`src/rtl/gpio_pkg.sv`:
```
package gpio_pkg;
  localparam int unsigned ADDR_W = 4;
  localparam logic [ADDR_W-1:0] IDX_LEVEL = 4'd0;
  localparam logic [ADDR_W-1:0] IDX_OUT   = 4'd1;
  localparam logic [ADDR_W-1:0] IDX_DRIVE = 4'd2;
  localparam logic [ADDR_W-1:0] IDX_RISE  = 4'd3;
  localparam logic [ADDR_W-1:0] IDX_FALL  = 4'd4;
  localparam logic [ADDR_W-1:0] IDX_EVENT = 4'd5;
  localparam logic [ADDR_W-1:0] IDX_ALT   = 4'd6;
endpackage

```
`src/rtl/gpio_sync.sv`:
```
module gpio_sync #(
  parameter int unsigned W      = 28,
  parameter int unsigned STAGES = 2
) (
  input  logic         clk,
  input  logic         rst_n,
  input  logic [W-1:0] d,
  output logic [W-1:0] q
);
  logic [W-1:0] st_q [STAGES];

  for (genvar g = 0; g < STAGES; g++) begin : g_stage
    logic [W-1:0] st_d;
    if (g == 0) begin : g_first
      assign st_d = d;
    end else begin : g_rest
      assign st_d = st_q[g-1];
    end
    always_ff @(posedge clk or negedge rst_n) begin
      if (!rst_n) st_q[g] <= '0;
      else        st_q[g] <= st_d;
    end
  end

  assign q = st_q[STAGES-1];
endmodule

```
`src/rtl/gpio_edge.sv`:
```
module gpio_edge #(
  parameter int unsigned W = 28
) (
  input  logic         clk,
  input  logic         rst_n,
  input  logic [W-1:0] lvl,
  input  logic [W-1:0] rise_en,
  input  logic [W-1:0] fall_en,
  input  logic [W-1:0] clr,
  output logic [W-1:0] status,
  output logic         irq
);
  logic [W-1:0] prev_q, stat_q, stat_d, rise_hit, fall_hit;

  always_comb begin
    rise_hit = lvl & ~prev_q & rise_en;
    fall_hit = ~lvl & prev_q & fall_en;
    // a new edge wins over a simultaneous clear
    stat_d   = (stat_q & ~clr) | rise_hit | fall_hit;
  end

  always_ff @(posedge clk or negedge rst_n) begin
    if (!rst_n) begin
      prev_q <= '0;
      stat_q <= '0;
    end else begin
      prev_q <= lvl;
      stat_q <= stat_d;
    end
  end

  assign status = stat_q;
  assign irq    = |(stat_q & (rise_en | fall_en));
endmodule

```
`src/rtl/gpio_regs.sv`:
```
module gpio_regs
  import gpio_pkg::*;
#(
  parameter int unsigned W  = 28,
  parameter int unsigned DW = 32
) (
  input  logic              clk,
  input  logic              rst_n,
  input  logic              bus_sel,
  input  logic              bus_wr,
  input  logic [ADDR_W-1:0] bus_addr,
  input  logic [DW-1:0]     bus_wdata,
  output logic [DW-1:0]     bus_rdata,
  input  logic [W-1:0]      level,
  input  logic [W-1:0]      status,
  output logic [W-1:0]      out_val,
  output logic [W-1:0]      drive,
  output logic [W-1:0]      rise_en,
  output logic [W-1:0]      fall_en,
  output logic [W-1:0]      alt_sel,
  output logic [W-1:0]      clr
);
  localparam int unsigned NREG = 5;
  localparam logic [ADDR_W-1:0] RW_IDX [NREG] = '{IDX_OUT, IDX_DRIVE, IDX_RISE, IDX_FALL, IDX_ALT};

  logic [W-1:0] reg_q [NREG];
  logic [W-1:0] reg_d [NREG];
  logic         wr_go;

  assign wr_go = bus_sel & bus_wr;

  for (genvar g = 0; g < NREG; g++) begin : g_reg
    logic we;
    assign we = wr_go & (bus_addr == RW_IDX[g]);
    always_comb reg_d[g] = we ? bus_wdata[W-1:0] : reg_q[g];
    always_ff @(posedge clk or negedge rst_n) begin
      if (!rst_n) reg_q[g] <= '0;
      else        reg_q[g] <= reg_d[g];
    end
  end

  assign out_val = reg_q[0];
  assign drive   = reg_q[1];
  assign rise_en = reg_q[2];
  assign fall_en = reg_q[3];
  assign alt_sel = reg_q[4];
  assign clr     = (wr_go && bus_addr == IDX_EVENT) ? bus_wdata[W-1:0] : '0;

  always_comb begin
    bus_rdata = '0;
    case (bus_addr)
      IDX_LEVEL: bus_rdata[W-1:0] = level;
      IDX_OUT:   bus_rdata[W-1:0] = reg_q[0];
      IDX_DRIVE: bus_rdata[W-1:0] = reg_q[1];
      IDX_RISE:  bus_rdata[W-1:0] = reg_q[2];
      IDX_FALL:  bus_rdata[W-1:0] = reg_q[3];
      IDX_EVENT: bus_rdata[W-1:0] = status;
      IDX_ALT:   bus_rdata[W-1:0] = reg_q[4];
      default:   bus_rdata = '0;
    endcase
  end
endmodule

```
`src/rtl/gpio_edge_port.sv`:
```
module gpio_edge_port
  import gpio_pkg::*;
#(
  parameter int unsigned NPINS = 28,
  parameter int unsigned DW    = 32
) (
  input  logic              clk,
  input  logic              rst_n,
  input  logic              bus_sel,
  input  logic              bus_wr,
  input  logic [ADDR_W-1:0] bus_addr,
  input  logic [DW-1:0]     bus_wdata,
  output logic [DW-1:0]     bus_rdata,
  input  logic [NPINS-1:0]  pin_in,
  output logic [NPINS-1:0]  pin_out,
  output logic [NPINS-1:0]  pin_oe,
  input  logic [NPINS-1:0]  alt_out,
  input  logic [NPINS-1:0]  alt_oe,
  output logic [NPINS-1:0]  alt_in,
  output logic              irq
);
  logic [NPINS-1:0] level, status, out_val, drive, rise_en, fall_en, alt_sel, clr;

  gpio_sync #(.W(NPINS), .STAGES(2)) i_sync (
    .clk(clk), .rst_n(rst_n), .d(pin_in), .q(level)
  );

  gpio_regs #(.W(NPINS), .DW(DW)) i_regs (
    .clk(clk), .rst_n(rst_n),
    .bus_sel(bus_sel), .bus_wr(bus_wr), .bus_addr(bus_addr),
    .bus_wdata(bus_wdata), .bus_rdata(bus_rdata),
    .level(level), .status(status),
    .out_val(out_val), .drive(drive), .rise_en(rise_en),
    .fall_en(fall_en), .alt_sel(alt_sel), .clr(clr)
  );

  gpio_edge #(.W(NPINS)) i_edge (
    .clk(clk), .rst_n(rst_n), .lvl(level),
    .rise_en(rise_en), .fall_en(fall_en), .clr(clr),
    .status(status), .irq(irq)
  );

  for (genvar p = 0; p < NPINS; p++) begin : g_pin
    assign pin_out[p] = alt_sel[p] ? alt_out[p] : out_val[p];
    assign pin_oe[p]  = alt_sel[p] ? alt_oe[p]  : drive[p];
  end

  assign alt_in = level;
endmodule

```
`config.mk`:
```
export PLATFORM = sky130hd
export DESIGN_NAME = gpio_edge_port
export DESIGN_NICKNAME = d
export VERILOG_FILES = /design/src/rtl/gpio_pkg.sv /design/src/rtl/gpio_sync.sv /design/src/rtl/gpio_edge.sv /design/src/rtl/gpio_regs.sv /design/src/rtl/gpio_edge_port.sv
export SDC_FILE = /design/constraint.sdc
export NUM_CORES = 1
export LEC_CHECK = 0
export ABC_AREA = 1
export BUFFER_PORTS_ARGS = -buffer_cell sky130_fd_sc_hd__buf_2
export CELL_PAD_IN_SITES_DETAIL_PLACEMENT = 0
export CELL_PAD_IN_SITES_GLOBAL_PLACEMENT = 1
export CORE_MARGIN = 4
export CORE_UTILIZATION = 40
export DETAILED_ROUTE_END_ITERATION = 12
export GPL_TIMING_DRIVEN = 0
export PLACE_DENSITY_LB_ADDON = 0.1
export SYNTH_ARGS = -nofsm -noshare
export SYNTH_HDL_FRONTEND = slang
export SYNTH_SLANG_ARGS = --single-unit
```
`constraint.sdc`:
```
create_clock -name clk -period 1.9 [get_ports clk]
set_input_delay 0.38 -clock clk [delete_from_list [all_inputs] [get_ports clk]]
set_output_delay 0.38 -clock clk [all_outputs]
set_load 0.02 [all_outputs]
```
==> results of run 1 <==
==> worst reg2reg max path, cell delays in order (launching register included) <==
cell     delay [ns]
dfrtp_2        0.41
buf_4          0.16
nor3_1         0.19
a31oi_1        0.07
nand2_1        0.07
==> stage by stage <==
stage                 util  std cells  hold slack [ns]
floorplan                -       1328          0.08441
global placement    0.4700       1932           0.3317
detailed placement  0.4724       1934           0.3347
CTS                 0.5750       2083          0.04945
global route        0.5940       2101          0.06407
finish              0.5941       2102          0.06041
==> routing by layer <==
layer / wire length (um) / part of all wire / track usage
met5: 32 / 0.00074 / 0
met4: 960 / 0.022 / 0.06547
met3: 3606 / 0.084 / 0.04911
met2: 19970 / 0.46 / 0.4458
met1: 18540 / 0.43 / 0.3829
==> kinds of logic after synthesis <==
| kind of cell | share of synthesized area |
|---|---|
| flip-flops | 0.5663 |
| buffers and inverters | 0.08854 |
| AND/OR/NAND/NOR | 0.1763 |
| AO/OA/AOI/OAI | 0.1685 |
| other | 0.0003368 |
==> sequential cells by signal, summed over array words and instances, names as in the netlist <==
name / cells
i_sync.q: 28
i_regs.alt_sel: 28
i_sync.g_stage.st_d: 28
i_regs.fall_en: 28
i_regs.out_val: 28
i_edge.prev_q: 28
i_edge.status: 28
i_regs.rise_en: 28
i_regs.drive: 28
==> Yosys cell counts, drive strengths merged <==
cell	count	area (um^2)
a22oi	2	15.01
buf	34	225.2
conb	1	3.750
dfrtp	252	6306
nand3	52	270.3
o21a	5	37.54
nor3	9	45.04
a21oi	1	5.000
nand2	304	1156
clkbuf	19	76.32
o21ai	290	1451
a31oi	2	12.51
nor2	120	491.7
o211ai	24	180.2
inv	181	679.4
clkinv	1	5.000
o22ai	28	175.2
==> power groups by stage <==
stage          combinational (mW)  clock (mW)  sequential [mW]
3_5_place_dp                 2.62           0             6.79
3_3_place_gp                 2.58           0             6.77
4_1_cts                      3.14        5.78             6.68
2_1_floorplan                1.62           0             6.64
5_1_grt                      3.78        6.02             6.80
6_report                     3.43        5.72             6.71
==> final timing paths <==
check                                      startpoint                end  slack (ns)
min in group asynchronous                       rst_n  i_regs.fall_en[9]        0.34
setup reg to reg                         i_sync.q[27]  i_edge.status[27]        0.95
max in group asynchronous                       rst_n       i_sync.q[26]        0.62
hold reg to reg            i_sync.g_stage[1].st_d[25]       i_sync.q[25]        0.34
setup / recovery                   i_regs.rise_en[14]                irq       -0.26
hold / removal                           bus_wdata[8]  i_regs.fall_en[8]        0.06
==> timing repair <==
action | in CTS | in global routing
pin swaps | 50 | 54
gates cloned | 11 | 1
hold buffers | 29 | 0
endpoints found under the setup margin | 29 | 31
setup buffers | 58 | 22
endpoints found under the hold margin | 83 | 0
resized for setup | 255 | 128
==> area by class of cell <==
type / instances / area, um^2 / share of cell area
multi-input cells: 841 / 4393 / 0.2721
clock inverters: 13 / 142.6 / 0.008834
inverters: 182 / 700.7 / 0.04340
diodes: 1 / 2.502 / 0.0001550
plain buffers: 52 / 544.3 / 0.03371
repair buffers: 350 / 2754 / 0.1706
well taps: 372 / 465.4 / 0.02883
clock buffers: 39 / 823.3 / 0.05099
flip-flops and latches: 252 / 6320 / 0.3914
==> run metrics, run 1 <==
Worst-Margin Slew=0.8704 ns; combinational fraction of design power=0.216; Flop pwr share=0.423; sw frac=0.3126; max incr delay on CP=0.41 ns; CP startpoint kind=register; failing checks=negative setup slack; Starting Density=0.4098; VDD IR max=0.0006623 V; max-slew violations=0; overall routed net length=43.11 mm; Mean Syn Cell Area=8.404 um^2; Clock Tree Buf Depth=3; unrepaired setup endpoints after global routing=yes; maxcap violations=0; Rel. slew slack=0.4197; die height=174.9 um; Residual DRC=0; Fin. Hold Viols=0; Seq/Total Area, Yosys=0.5663; CP required=1.52 ns; type of the most critical hold path=input port to register; Setup TNS=-1.224 ns; vias in the first global route=10680; synthesized cell area=0.01114 mm^2; dpl cell area=0.01284 mm^2; Pwr Total=15.85 mW; Max Clk Rate=463.1 MHz; NumNets Final=1832; Clk pwr share=0.361; Die ar.=0.03057 mm^2; status=finished, violations left; Syn-to-layout area delta=44.99%; grt total ovfl=0; final setup fails=27; Via density=5.200; critical path fanouts, max=4; CTS HTree Levels=1; Num Clock Sinks=252; power density over the cells=981.8 mW/mm^2; Avg WL per Cell=20.51 um; Rows=60; most common cell after layout, fill and taps aside=nand2_1; commonest non-fill, non-tap cells in the layout=nand2_1 (278), dfrtp_1 (241), buf_2 (206); crit-path cells=o21ai_1 -> nand2_1 -> nor2_1 -> nand2_1 -> nor2_1 -> nand2_2 -> buf_6; initial antenna violation count=2; pin count of the biggest net entering global routing=100; pre-CTS WS=-0.8235 ns; root buf cell=clkbuf_16; P_sw=4.955 mW; Detailed Route Iter0 Violations=893; WHS Path Cells=3; critical path depth=7; first-pass GRT wire length=64.70 mm; CP max-delay cell=dfrtp_1; CTS Buf Count=29; CP Capture Type=output port; TritonCTS clock tree=yes; clk slew on worst S/H paths=0.06 ns; Final WS setup=-0.2595 ns; later-pin clock latency in the skew report=0.55 ns; Yosys warnings=0; CP arrival=1.78 ns; Syn Inst Count=1325; number of iterations in the first detailed-routing pass=5; Top delay family on crit path=simple AND/OR/NAND/NOR gates; Total Routing Usage GR=0.2735; library cells used by synthesis=29; # IOs=241; Period minus WS final=2.160 ns; # port buffers=232; DP HPWL=26.80 mm; Design Area, Final=0.01615 mm^2; fin crit share=1.137; share of cells above drive strength 1=0.3164; FILL cells=2425; Die Span X=174.9 um; ANT nets after route=0; Final Wtd Congestion=0.8491; Final Skew=0.01077 ns; Internal=10.90 mW; via count=10930; kind of critical path=register to output port; worst path bufs/invs=1; leakage=7.877 nW; Worst R2R Path Depth=4; Seq cells post-synth=252; Core Box Area=0.02718 mm^2
No activity file was read; power rests on OpenSTA's default activity.
==> inputs of run 2 (changes only) <==
--- a/config.mk
+++ b/config.mk
@@ -9,7 +9,7 @@
 export BUFFER_PORTS_ARGS = -buffer_cell sky130_fd_sc_hd__buf_2
 export CELL_PAD_IN_SITES_DETAIL_PLACEMENT = 0
 export CELL_PAD_IN_SITES_GLOBAL_PLACEMENT = 1
-export CORE_MARGIN = 4
+export CORE_MARGIN = 1
 export CORE_UTILIZATION = 40
 export DETAILED_ROUTE_END_ITERATION = 12
 export GPL_TIMING_DRIVEN = 0
==> constraint.sdc (replaced) <==
create_clock -name clk -period 1.9 [get_ports clk]
set_input_delay 0.38 -clock clk [delete_from_list [all_inputs] [get_ports clk]]
set_output_delay 0.38 -clock clk [all_outputs]
set_load 0.05 [all_outputs]
==> run 2 against run 1 <==
The flow still finishes with violations (negative setup slack). Clock power decreased by 3%. Die area is 6.7% lower. Total power increased by 4.3%. Sequential power increased by 0.6%. Global-route usage is 2.4 points higher. Sequential share of layout area is 0.36 points lower. Non-clock buffer count is 4 lower. Critical path depth unchanged.
==> run metrics, run 2 (synthesized netlist as in run 1, its figures left out) <==
# IOs=241; leakage=7.812 nW; final setup fails=28; grt total ovfl=0; reg-to-reg startpoint=i_regs.rise_en[2]; unrepaired setup endpoints after global routing=yes; Final Skew=0.01208 ns; Detailed Route Iter0 Violations=946; most common cell after layout, fill and taps aside=nand2_1; Worst R2R Path Depth=6; Max Clk Rate=452.4 MHz; CP startpoint kind=register; ANT nets after route=0; met1 wire length=17.70 mm; critical path fanouts, max=4; CTS HTree Levels=1; Starting Density=0.4109; Period minus WS final=2.211 ns; Residual DRC=0; Total Routing Usage GR=0.2976; Via density=5.173; Util after Layout=0.6015; clk slew on worst S/H paths=0.06 ns; crit-path cells=o21ai_0 -> nand2_1 -> nor2_1 -> nand2_1 -> nor2_2 -> nand2_2 -> buf_8; Final WS setup=-0.3106 ns; NumNets Final=1829; Worst-Margin Slew=0.9247 ns; ANT cells=0; CP required=1.52 ns; type of the most critical hold path=input port to register; power density over the cells=1015 mW/mm^2; Final Wtd Congestion=0.8607; via count=10840; CP max-delay cell=dfrtp_1; pin count of the biggest net entering global routing=120; register area=0.006322 mm^2; WHS Path Cells=3; Die ar.=0.02851 mm^2; root buf cell=clkbuf_16; Register-to-Register Setup Slack=0.86 ns; Met3 Wirelength=3.167 mm; # port buffers=232; Syn-to-layout area delta=46.38%; kind of critical path=register to output port; max incr delay on CP=0.41 ns; die height=168.9 um; overall routed net length=42.04 mm; later-pin clock latency in the skew report=0.56 ns; area of the multi-input gates=0.004533 mm^2; share of cells above drive strength 1=0.3486; Core Box Area=0.02710 mm^2; final hold slack=0.04279 ns; Rel. slew slack=0.3835; worst r2r dst=i_edge.status[2]; fin crit share=1.163; Worst Hold Launch=bus_wdata[0]; Clock Tree Buf Depth=3; Avg WL per Cell=20.06 um; VDD IR max=0.0006704 V; number of iterations in the first detailed-routing pass=5; CP Capture Type=output port; CTS Buf Count=30; Die Span X=168.9 um; hold endpoint=i_regs.fall_en[0]; initial antenna violation count=0; Fin. Hold Viols=0; DP HPWL=26.28 mm; status=finished, violations left; worst path bufs/invs=1; CP arrival=1.83 ns; FILL cells=2394; top sig layer=met4; Rows=60; Num Clock Sinks=252; maxcap violations=0; met2 WL=20.05 mm; TritonCTS clock tree=yes; Top delay family on crit path=simple AND/OR/NAND/NOR gates; vias in the first global route=10590; failing checks=negative setup slack; crit-path most repeated cell=nand2_1; commonest non-fill, non-tap cells in the layout=nand2_1 (260), dfrtp_1 (239), buf_2 (195); first-pass GRT wire length=63.03 mm; max-slew violations=0
-- run 2: changes by cell type in the layout (fill, tap and decap cells not counted), moves of 10 or more --
| cell | change |
|---|---|
| clkbuf_4 | +10 |
| nor2_1 | -32 |
| inv_2 | +13 |
| buf_8 | +18 |
| nor2_2 | +18 |
| nor2_4 | +14 |
| nand2_2 | +19 |
| buf_6 | -18 |
| inv_1 | -15 |
| buf_2 | -11 |
| nand2_1 | -18 |
-- run 2: worst max-delay path by stage --
stage	start	depth (start not counted)	to
detailed placement	bus_addr[1]	8	bus_rdata[6]
finish	i_regs.rise_en[17]	7	irq
CTS	i_regs.rise_en[2]	7	irq
floorplan	i_regs.alt_sel[0]	1	pin_oe[0]
global placement	rst_n	1	i_sync.g_stage[1].st_d[20]
global route	i_regs.rise_en[27]	7	irq
-- run 2: layer usage --
metal,vias up,GRT usage
li1,5047,-
met1,5278,0.4057
met2,440,0.4908
met3,77,0.03858
met4,0,0.09921
met5,-,0
-- run 2: report_power, final --
group | switching [mW] | total, mW | internal, mW
logic | 2.82 | 4.26 | 1.43
clock network | 2.21 | 5.53 | 3.32
registers | 0.638 | 6.75 | 6.11
total | 5.68 | 16.5 | 10.9
-- run 2: worst min-delay path, delay by kind of cell --
family,cells,cell delay (ns)
buffers and inverters,1,0.09
AO/OA/AOI/OAI,1,0.06
AND/OR/NAND/NOR,1,0.04
-- run 2: final cells by class --
| class | instances | area share |
|---|---|---|
| buffer | 53 | 0.03431 |
| multi-input combinational | 841 | 0.2781 |
| clock inverter | 7 | 0.003915 |
| tap | 372 | 0.02855 |
| clock buffer | 44 | 0.05427 |
| sequential | 252 | 0.3879 |
| timing repair buffer | 345 | 0.1697 |
| inverter | 182 | 0.04329 |
-- run 2: through the flow --
stage                     setup WS [ns]  cells  instance area [um^2]  power (mW)  TNS (ns)
after floorplan                0.004475   1328                 11200       9.115         0
after global placement           -4.311   1932                 12820       10.14  -1120.23
after detailed placement        -0.9075   1934                 12890       10.20    -44.01
after CTS                       -0.2892   2074                 15610       16.30   -0.9022
after global routing            -0.3971   2096                 16300       17.31    -2.512
final                           -0.3106   2096                 16300       16.54    -1.226
-- run 2: what timing repair did --
action	in CTS	in global routing
setup buffers	55	22
resized for setup	293	173
cloned	5	3
pin swaps	66	59
endpoints found under the hold margin	60	0
hold buffers	29	0
endpoints found under the setup margin	30	39
==> inputs of run 3 (changes only) <==
--- a/config.mk
+++ b/config.mk
@@ -10,7 +10,7 @@
 export CELL_PAD_IN_SITES_DETAIL_PLACEMENT = 0
 export CELL_PAD_IN_SITES_GLOBAL_PLACEMENT = 1
 export CORE_MARGIN = 1
-export CORE_UTILIZATION = 40
+export CORE_UTILIZATION = 43
 export DETAILED_ROUTE_END_ITERATION = 12
 export GPL_TIMING_DRIVEN = 0
 export PLACE_DENSITY_LB_ADDON = 0.1
==> constraint.sdc (replaced) <==
create_clock -name clk -period 2.9 [get_ports clk]
set_input_delay 0.58 -clock clk [delete_from_list [all_inputs] [get_ports clk]]
set_output_delay 0.58 -clock clk [all_outputs]
set_load 0.05 [all_outputs]
==> run 3 against run 2 <==
The run now ends clean. Sequential share of layout area up 6.7 points. Combinational power decreased by 48%. First-iteration DRC count decreased by 2.9%. Non-clock buffer count down 105. Flip-flop and latch count unchanged. Die area is 6.9% lower. Cell count is 6.9% lower. Critical path type is now input port to output port.
==> run metrics, run 3 (synthesized netlist as in run 1, its figures left out) <==
status=finished clean; pin count of the biggest net entering global routing=113; Design Area, Final=0.01388 mm^2; max-slew violations=0; Setup TNS=0 ns; type of the most critical hold path=input port to register; Pwr Total=10.39 mW; # port buffers=232; leakage=6.934 nW; DP HPWL=25.46 mm; crit-path most repeated cell=buf_2; ANT nets after route=0; Clock Tree Buf Depth=3; top sig layer=met4; Non-Filler Instances=1951; Starting Density=0.4397; max incr delay on CP=0.28 ns; Met3 Wirelength=2.734 mm; via count=10140; Die Span X=162.9 um; Placed Cells=1892; Core Box Area=0.02533 mm^2; Via density=5.198; NumNets Final=1723; met1 wire length=16.45 mm; grt total ovfl=0; CP arrival=2.25 ns; Die ar.=0.02654 mm^2; CP Capture Type=output port; Top delay family on crit path=buffers and inverters; CTS Buf Count=29; Fin. Hold Viols=0; Final Skew=0.006446 ns; die height=162.9 um; CP max-delay cell=buf_2; Syn-to-layout area delta=24.62%; root buf cell=clkbuf_16; CTS HTree Levels=1; crit-path cells=buf_2 -> inv_1 -> nor2_4 -> nand2_1 -> buf_4 -> buf_2 -> o21ai_0 -> nor2_1 -> nand2_1 -> buf_2; # IOs=241; fin crit share=0.9759; kind of critical path=input port to output port; initial antenna violation count=0; Detailed Route Iter0 Violations=919; Rows=58; Num Clock Sinks=252; most common cell after layout, fill and taps aside=nand2_1; number of iterations in the first detailed-routing pass=7; share of cells above drive strength 1=0.2134; Worst-Margin Slew=0.8841 ns; overall routed net length=37.25 mm; Rel. slew slack=0.4106; VDD IR max=0.0005478 V; first-pass GRT wire length=56.23 mm; Total Routing Usage GR=0.2850; unrepaired setup endpoints after global routing=yes; commonest non-fill, non-tap cells in the layout=nand2_1 (299), o21ai_0 (252), dfrtp_1 (252); Max Clk Rate=353.3 MHz; CP required=2.32 ns; TritonCTS clock tree=yes; Avg WL per Cell=19.09 um; Period minus WS final=2.830 ns; dpl cell area=0.01279 mm^2; clk slew on worst S/H paths=0.06 ns; critical path fanouts, max=10; later-pin clock latency in the skew report=0.54 ns; met2 WL=17.14 mm; maxcap violations=0; final setup fails=0; Residual DRC=0; Final Wtd Congestion=0.8676; vias in the first global route=9597; ANT cells=0; CP startpoint kind=input port; worst path bufs/invs=5; power density over the cells=748.5 mW/mm^2
## run 3: stage by stage
stage	hold slack [ns]	worst slack [ns]	utilization
2_1_floorplan	0.2844	0.5572	-
3_3_place_gp	0.3323	-3.426	0.5023
3_5_place_dp	0.3347	-0.2821	0.5048
4_1_cts	0.1311	-0.009456	0.5459
5_1_grt	0.1275	-0.01939	0.5479
6_report	0.1437	0.06980	0.5479
## run 3: layer usage
layer / up-vias / track usage
li1: 4820 / -
met1: 4853 / 0.4084
met2: 405 / 0.4559
met3: 64 / 0.03489
met4: 0 / 0.07604
met5: - / 0
## run 3: report_power, final
part	internal, mW	switching [mW]
registers	4.00	0.391
logic	0.591	1.63
clock network	2.33	1.45
total	6.91	3.47
## run 3: cell type report
| class | instances | area, um^2 |
|---|---|---|
| Tap cell | 330 | 412.9 |
| Fill cell | 2469 | 11450 |
| Timing Repair Buffer | 240 | 1274 |
| Multi-Input combinational cell | 841 | 3880 |
| Clock buffer | 44 | 872.1 |
| Inverter | 182 | 684.4 |
| Buffer | 53 | 320.3 |
| Sequential cell | 252 | 6306 |
| Clock inverter | 9 | 127.6 |
## run 3: timing repair
action | CTS | global route
gates resized for setup | 17 | 4
endpoints found under the hold margin | 36 | 0
setup endpoints to repair | 28 | 20
buffers inserted | 0 | 5
hold buffers | 1 | 0
pin swaps | 0 | 2
## run 3: worst paths after layout
| check | start | end | slack, ns | cells past startpoint |
|---|---|---|---|---|
| worst min register to register | i_sync.g_stage[1].st_d[27] | i_sync.q[27] | 0.34 | 0 |
| worst max register to register | i_sync.q[27] | i_edge.status[27] | 2.02 | 3 |
| worst min-delay path | pin_in[17] | i_sync.g_stage[1].st_d[17] | 0.14 | 1 |
| max in group asynchronous | rst_n | i_regs.alt_sel[27] | 1.46 | 3 |
| min in group asynchronous | rst_n | i_edge.prev_q[9] | 0.51 | 2 |
| worst max-delay path | bus_addr[2] | bus_rdata[16] | 0.07 | 10 |
